File: config.mk
export PLATFORM = sky130hd
export DESIGN_NAME = obwin_xlate
export DESIGN_NICKNAME = d
export VERILOG_FILES = /design/src/rtl/obwin_pkg.sv /design/src/rtl/obwin_regs.sv /design/src/rtl/obwin_lookup.sv /design/src/rtl/obwin_xlate.sv
export SDC_FILE = /design/constraint.sdc
export NUM_CORES = 2
export LEC_CHECK = 0
export BUFFER_PORTS_ARGS = -buffer_cell sky130_fd_sc_hd__clkbuf_2
export CORE_MARGIN = 4
export CORE_UTILIZATION = 55
export DETAILED_ROUTE_END_ITERATION = 8
export GPL_ROUTABILITY_DRIVEN = 0
export PLACE_DENSITY_LB_ADDON = 0.3
export SLEW_MARGIN = 20
export SYNTH_ARGS = -nofsm -noshare
export SYNTH_HDL_FRONTEND = slang
export SYNTH_HIERARCHICAL = 1
export SYNTH_SLANG_ARGS = --single-unit
File: constraint.sdc
create_clock -name clk -period 5.8 [get_ports clk]
set_input_delay 0.87 -clock clk [delete_from_list [all_inputs] [get_ports clk]]
set_output_delay 0.87 -clock clk [all_outputs]
set_load 0.05 [all_outputs]
File: src/rtl/obwin_pkg.sv
// Package: shared constants and result type for the outbound window translator.
// Assumes a 32-bit internal bus and a 64-bit link address.
package obwin_pkg;
    localparam int ADDR_W      = 32;
    localparam int LINK_W      = 64;
    localparam int NUM_REGIONS = 32;
    localparam int SEL_W       = 2;
    localparam int MIN_LSB     = 20;   // bit position of the smallest region size (1 MB)
    localparam logic [3:0] WIN_TAG = 4'h6;  // address bits [31:28] of the window

    typedef struct packed {
        logic              hit;
        logic              err;
        logic [LINK_W-1:0] addr;
    } xlate_res_t;
endpackage

File: src/rtl/obwin_regs.sv
// Register file: control word plus per-region offset-low and offset-high words.
// Assumes word addressing; region words start at half of the address space.
module obwin_regs
    import obwin_pkg::*;
#(
    parameter int NR     = NUM_REGIONS,
    parameter int REG_AW = $clog2(NUM_REGIONS) + 2
) (
    input  logic                        clk,
    input  logic                        rst_n,
    input  logic                        wr,
    input  logic [REG_AW-1:0]           addr,
    input  logic [ADDR_W-1:0]           wdata,
    output logic [ADDR_W-1:0]           rdata,
    output logic                        xlate_en,
    output logic [SEL_W-1:0]            size_sel,
    output logic [NR-1:0][ADDR_W-MIN_LSB-1:0] off_lo,
    output logic [NR-1:0]               reg_en,
    output logic [NR-1:0][ADDR_W-1:0]   off_hi
);
    localparam int IDX_W = $clog2(NR);
    localparam int OFF_W = ADDR_W - MIN_LSB;

    logic            region_sel;
    logic [IDX_W-1:0] widx;

    assign region_sel = addr[REG_AW-1];
    assign widx       = addr[IDX_W:1];

    // Control word: enable in bit 0, size select above it.
    always_ff @(posedge clk) begin
        if (!rst_n) begin
            xlate_en <= 1'b0;
            size_sel <= '0;
        end else if (wr && !region_sel && addr == '0) begin
            xlate_en <= wdata[0];
            size_sel <= wdata[SEL_W:1];
        end
    end

    for (genvar g = 0; g < NR; g++) begin : g_region
        // Per-region storage; reserved offset-low bits are never stored.
        always_ff @(posedge clk) begin
            if (!rst_n) begin
                off_lo[g] <= '0;
                reg_en[g] <= 1'b0;
                off_hi[g] <= '0;
            end else if (wr && region_sel && widx == IDX_W'(g)) begin
                if (addr[0]) begin
                    off_hi[g] <= wdata;
                end else begin
                    off_lo[g] <= wdata[ADDR_W-1:MIN_LSB];
                    reg_en[g] <= wdata[0];
                end
            end
        end
    end

    // Read mux: stored value with reserved bits zero.
    always_comb begin
        rdata = '0;
        if (region_sel) begin
            if (addr[0]) rdata = off_hi[widx];
            else         rdata = {off_lo[widx], {(MIN_LSB-1){1'b0}}, reg_en[widx]};
        end else if (addr == '0) begin
            rdata = {{(ADDR_W-SEL_W-1){1'b0}}, size_sel, xlate_en};
        end
    end
endmodule

File: src/rtl/obwin_lookup.sv
// Lookup: region decode, window check and address merge, purely combinational.
// Assumes the window occupies one 256 MB slot tagged by bits [31:28].
module obwin_lookup
    import obwin_pkg::*;
#(
    parameter int NR = NUM_REGIONS
) (
    input  logic                        xlate_en,
    input  logic [SEL_W-1:0]            size_sel,
    input  logic [NR-1:0][ADDR_W-MIN_LSB-1:0] off_lo,
    input  logic [NR-1:0]               reg_en,
    input  logic [NR-1:0][ADDR_W-1:0]   off_hi,
    input  logic [ADDR_W-1:0]           addr,
    output xlate_res_t                  res
);
    localparam int IDX_W = $clog2(NR);

    logic [5:0]        shift;
    logic [ADDR_W-1:0] low_mask;
    logic [ADDR_W-1:0] shifted;
    logic [IDX_W-1:0]  idx;
    logic [ADDR_W-1:0] off_word;
    logic              in_win;

    // Decode region index and merge mask from the size select.
    always_comb begin
        shift    = 6'(MIN_LSB) + 6'(size_sel);
        low_mask = (ADDR_W'(1) << shift) - ADDR_W'(1);
        shifted  = addr >> shift;
        idx      = shifted[IDX_W-1:0];
        off_word = {off_lo[idx], {MIN_LSB{1'b0}}};
        in_win   = (addr[ADDR_W-1:ADDR_W-4] == WIN_TAG);
    end

    // Produce the result: bypass, error pass-through, or translation.
    always_comb begin
        res.hit  = 1'b0;
        res.err  = 1'b0;
        res.addr = {{(LINK_W-ADDR_W){1'b0}}, addr};
        if (xlate_en) begin
            if (in_win && reg_en[idx]) begin
                res.hit  = 1'b1;
                res.addr = {off_hi[idx], (off_word & ~low_mask) | (addr & low_mask)};
            end else begin
                res.err  = 1'b1;
            end
        end
    end
endmodule

File: src/rtl/obwin_xlate.sv
// Top: outbound window translator with one registered output stage.
// Assumes register writes and translations share one clock.
module obwin_xlate
    import obwin_pkg::*;
#(
    parameter int NR     = NUM_REGIONS,
    parameter int REG_AW = $clog2(NUM_REGIONS) + 2
) (
    input  logic              clk,
    input  logic              rst_n,
    input  logic              reg_wr,
    input  logic [REG_AW-1:0] reg_addr,
    input  logic [31:0]       reg_wdata,
    output logic [31:0]       reg_rdata,
    input  logic              in_valid,
    input  logic [31:0]       in_addr,
    output logic              out_valid,
    output logic [63:0]       out_addr,
    output logic              out_hit,
    output logic              out_err
);
    logic                               xlate_en;
    logic [SEL_W-1:0]                   size_sel;
    logic [NR-1:0][ADDR_W-MIN_LSB-1:0]  off_lo;
    logic [NR-1:0]                      reg_en;
    logic [NR-1:0][ADDR_W-1:0]          off_hi;
    xlate_res_t                         res;

    obwin_regs #(.NR(NR), .REG_AW(REG_AW)) u_regs (
        .clk(clk), .rst_n(rst_n), .wr(reg_wr), .addr(reg_addr),
        .wdata(reg_wdata), .rdata(reg_rdata), .xlate_en(xlate_en),
        .size_sel(size_sel), .off_lo(off_lo), .reg_en(reg_en), .off_hi(off_hi)
    );

    obwin_lookup #(.NR(NR)) u_lookup (
        .xlate_en(xlate_en), .size_sel(size_sel), .off_lo(off_lo),
        .reg_en(reg_en), .off_hi(off_hi), .addr(in_addr), .res(res)
    );

    // Output stage: capture the lookup result whenever an address is presented.
    always_ff @(posedge clk) begin
        if (!rst_n) begin
            out_valid <= 1'b0;
            out_hit   <= 1'b0;
            out_err   <= 1'b0;
            out_addr  <= '0;
        end else begin
            out_valid <= in_valid;
            if (in_valid) begin
                out_hit  <= res.hit;
                out_err  <= res.err;
                out_addr <= res.addr;
            end
        end
    end
endmodule

==> flow_metrics.env <==
export IMPL_vias=71500
export IMPL_fin_tns_setup_ns=0
export IMPL_area_growth_pct=8.90
export IMPL_grt_overflow_total=0
export IMPL_ys_async_sr_fraction_pct=0
export IMPL_power_per_cell_area_nw_per_um2=262
export IMPL_drt_initial_drc_count=11600
export IMPL_grt_max_degree=258
export IMPL_cts_num_sinks=1510
export IMPL_wl_um=307000
export IMPL_switching_power_mw=5.89
export IMPL_synth_nets=8818
export IMPL_synth_avg_cell_area_um2=9.31
export IMPL_cts_tree="yes"
export IMPL_fp_dieArea_um2=154000
export IMPL_yosysSeqAreaShare_pct=37.1
export IMPL_ctsResizeCount=0
export IMPL_hold_class="primary input to flop"
export IMPL_p_int_mw=17.4
export IMPL_grt_pass1_wl_um=446000
export IMPL_dp_hpwl_um=181000
export IMPL_path_max_fanout=39
export IMPL_cp_arrival_ns=4.34
export IMPL_outcome="finished, final reports clean"
export IMPL_p_leak_nw=28.8
export IMPL_via_per_inst=6.85
export IMPL_antenna_found_initial=12
export IMPL_fillers=12000
export IMPL_fin_crit_sh_pct=89.8
export IMPL_clkLatencyLatePin_ns=0.84
export IMPL_cts_reportedPaths_clkPinSlew_ns=0.07
export IMPL_pre_cts_ws_ns=0.950
export IMPL_grt_pass1_vias=68800
export IMPL_drive_gt1_share_pct=17.5
export IMPL_cts_made_buffers=161
export IMPL_max_freq_mhz=192
export IMPL_route_detailed_drc=0
export IMPL_ios=174
export IMPL_ant_nets=0
export IMPL_clk_path_buf_depth=3
export IMPL_ir_worst_vdd_mv=0.269
export IMPL_layout_setup_ws_ns=0.592
export IMPL_postCtsSetupBuffers=0
export IMPL_synth_edf_count=0
export IMPL_finalMaxSlewViolations=0
export IMPL_cp_start_kind="primary input"
export IMPL_ys_types=77
export IMPL_die_h_um=393
export IMPL_clock_power_share_pct=46.6
export IMPL_p_sw_share_pct=25.3
export IMPL_cts_root_buffer="clkbuf_16"
export IMPL_first_pass_iters=9
export IMPL_nNetsFinal=8454
export IMPL_design_area_um2=88600
export IMPL_synth_ff_latch_count=1510
export IMPL_relSlewSlack_pct=9.80
export IMPL_drv_cap=0
export IMPL_die_width_um=393
export IMPL_routedWlPerCell_um=29.4
export IMPL_initial_core_util_pct=55.6
export IMPL_hold_viol=0
export IMPL_rsz0062_at_grt="no"
export IMPL_path_class="primary input to primary output"
export IMPL_cts_hold_fix_buffers=0
export IMPL_rows=140
export IMPL_place_area_um2=83000
export IMPL_ys_flop_type="dfxtp_1"
export IMPL_reg2reg_slack_ns=1.02
export IMPL_min_from="in_addr[0]"
export IMPL_synth_cells=8741
export IMPL_worst_pin_slew_ns=1.35
export IMPL_htreeDepth=4
export IMPL_placeableCoreArea_um2=146000
export IMPL_crit_path_end_kind="primary output"
export IMPL_syn_area_um2=81400
export IMPL_min_period_ns=5.21
export IMPL_crit_start="reg_addr[1]"
export IMPL_r2r_start="u_regs/size_sel[0]"
export IMPL_port_buffers=173
export IMPL_p_seq_share_pct=44.9
export IMPL_ys_warn_count=6
export IMPL_required_ns=4.93
export IMPL_finalSetupViolations=0
export IMPL_grtUsageTotal_pct=38.6
export IMPL_skew_ns=0.0351
export IMPL_pwr_share_comb_pct=8.5
area by class of cell:
type | count | area (um2) | share of cell area, %
Sequential cell | 1510 | 30200 | 34.1
Tap cell | 1917 | 2400 | 2.71
Inverter | 8 | 32.5 | 0.0367
Clock inverter | 48 | 561 | 0.633
Timing Repair Buffer | 397 | 3050 | 3.45
Multi-Input combinational cell | 6299 | 47300 | 53.4
Antenna cell | 9 | 22.5 | 0.0254
Clock buffer | 248 | 4990 | 5.63
cells in the mapped netlist (21+ instances only):
cell type	number	area [um2]
a21oi_1	81	405
buf_1	60	225
mux2_2	26	293
nand3_1	360	1800
nand2_1	2693	10100
nor2b_1	219	1370
buf_6	21	236
mux2i_1	456	4560
buf_2	219	1100
buf_4	82	616
a21boi_1	125	938
a21boi_0	1177	8840
nor2_1	90	338
mux4_2	656	14800
dfxtp_1	1510	30200
a21o_1	32	240
o221ai_1	73	639
a211oi_2	30	375
clkbuf_1	537	2020
a32oi_1	39	342
cells by family (layout without fill, tap and decap cells):
group | after synthesis | after routing | share of synthesized area, %
other cells | 0 | 9 | 0
fa+ha+maj | 2 | 2 | 0.0307
simple gates | 3446 | 3446 | 17.5
compound gates | 1703 | 1703 | 15.8
buf+inv | 932 | 701 | 5.28
mux | 1148 | 1148 | 24.3
flops | 1510 | 1510 | 37.1
metrics by stage:
step	utilization [%]	instances	hold WS (ns)	total power [mW]
after global routing	60.6	10400	0.321	23.7
after global placement	56.8	10100	0.449	12.5
after CTS	60.6	10400	0.272	23.2
after floorplan	-	8741	0.442	11.9
after detailed placement	56.8	10100	0.453	12.5
final	60.6	10400	0.302	23.3
layout by cell type (no fill, tap or decap), types with 14 or more instances in the layout:
cell type,netlist,routed
a21boi_0,1177,1177
o21ai_1,14,14
clkbuf_16,0,166
mux2_2,26,24
dfxtp_1,1510,1510
nand3_1,360,355
o221ai_1,73,73
a21oi_1,81,81
a32oi_1,39,39
mux2i_1,456,453
mux4_2,656,653
nor2b_1,219,218
nand2_1,2693,2664
a21o_1,32,32
clkinv_2,0,25
a21boi_1,125,125
nor2_4,0,36
buf_12,3,37
clkbuf_2,1,166
a211oi_2,30,30
buf_4,82,190
a221oi_1,15,15
nor2_1,90,53
clkbuf_1,537,29
nand2_2,0,24
nor2_2,16,17
clkbuf_8,0,53
power by group through the flow:
stage               registers, mW  logic (mW)  clock network (mW)
floorplan                    10.7        1.22                   0
global placement             10.7        1.88                   0
global route                 10.4        2.00                11.3
finish                       10.4        1.99                10.8
detailed placement           10.7        1.89                   0
CTS                          10.4        1.89                10.8
final timing paths:
path	to	cells past startpoint
min reg2reg	u_regs/off_hi[848]	2
max reg2reg	out_addr[25]	11
max	reg_rdata[29]	7
min	out_addr[0]	3
sequential cells by signal, indices dropped and copies added (netlist names):
| register | cells |
|---|---|
| u_regs/off_hi | 1024 |
| u_regs/size_sel | 2 |
| u_regs/off_lo | 384 |
| u_regs/xlate_en | 1 |
| out_err | 1 |
| u_regs/reg_en | 32 |
| out_hit | 1 |
| out_valid | 1 |
| out_addr | 64 |
routing by layer:
layer  wire [um]  up-vias  global-route usage (%)
met5         119        -                   0.574
met1      108000    34500                    49.0
met4       21500        8                    22.6
li1            -    29900                       -
met2      128000     5718                    55.8
met3       49700     1449                    15.1
critical path: stages:
cell,delay (ns)
buf_8,0.43
buf_4,0.33
mux4_2,0.52
mux4_2,0.57
o211ai_1,0.82
o31ai_1,0.36
clkbuf_2,0.35
(Power assumes the default switching activity.)
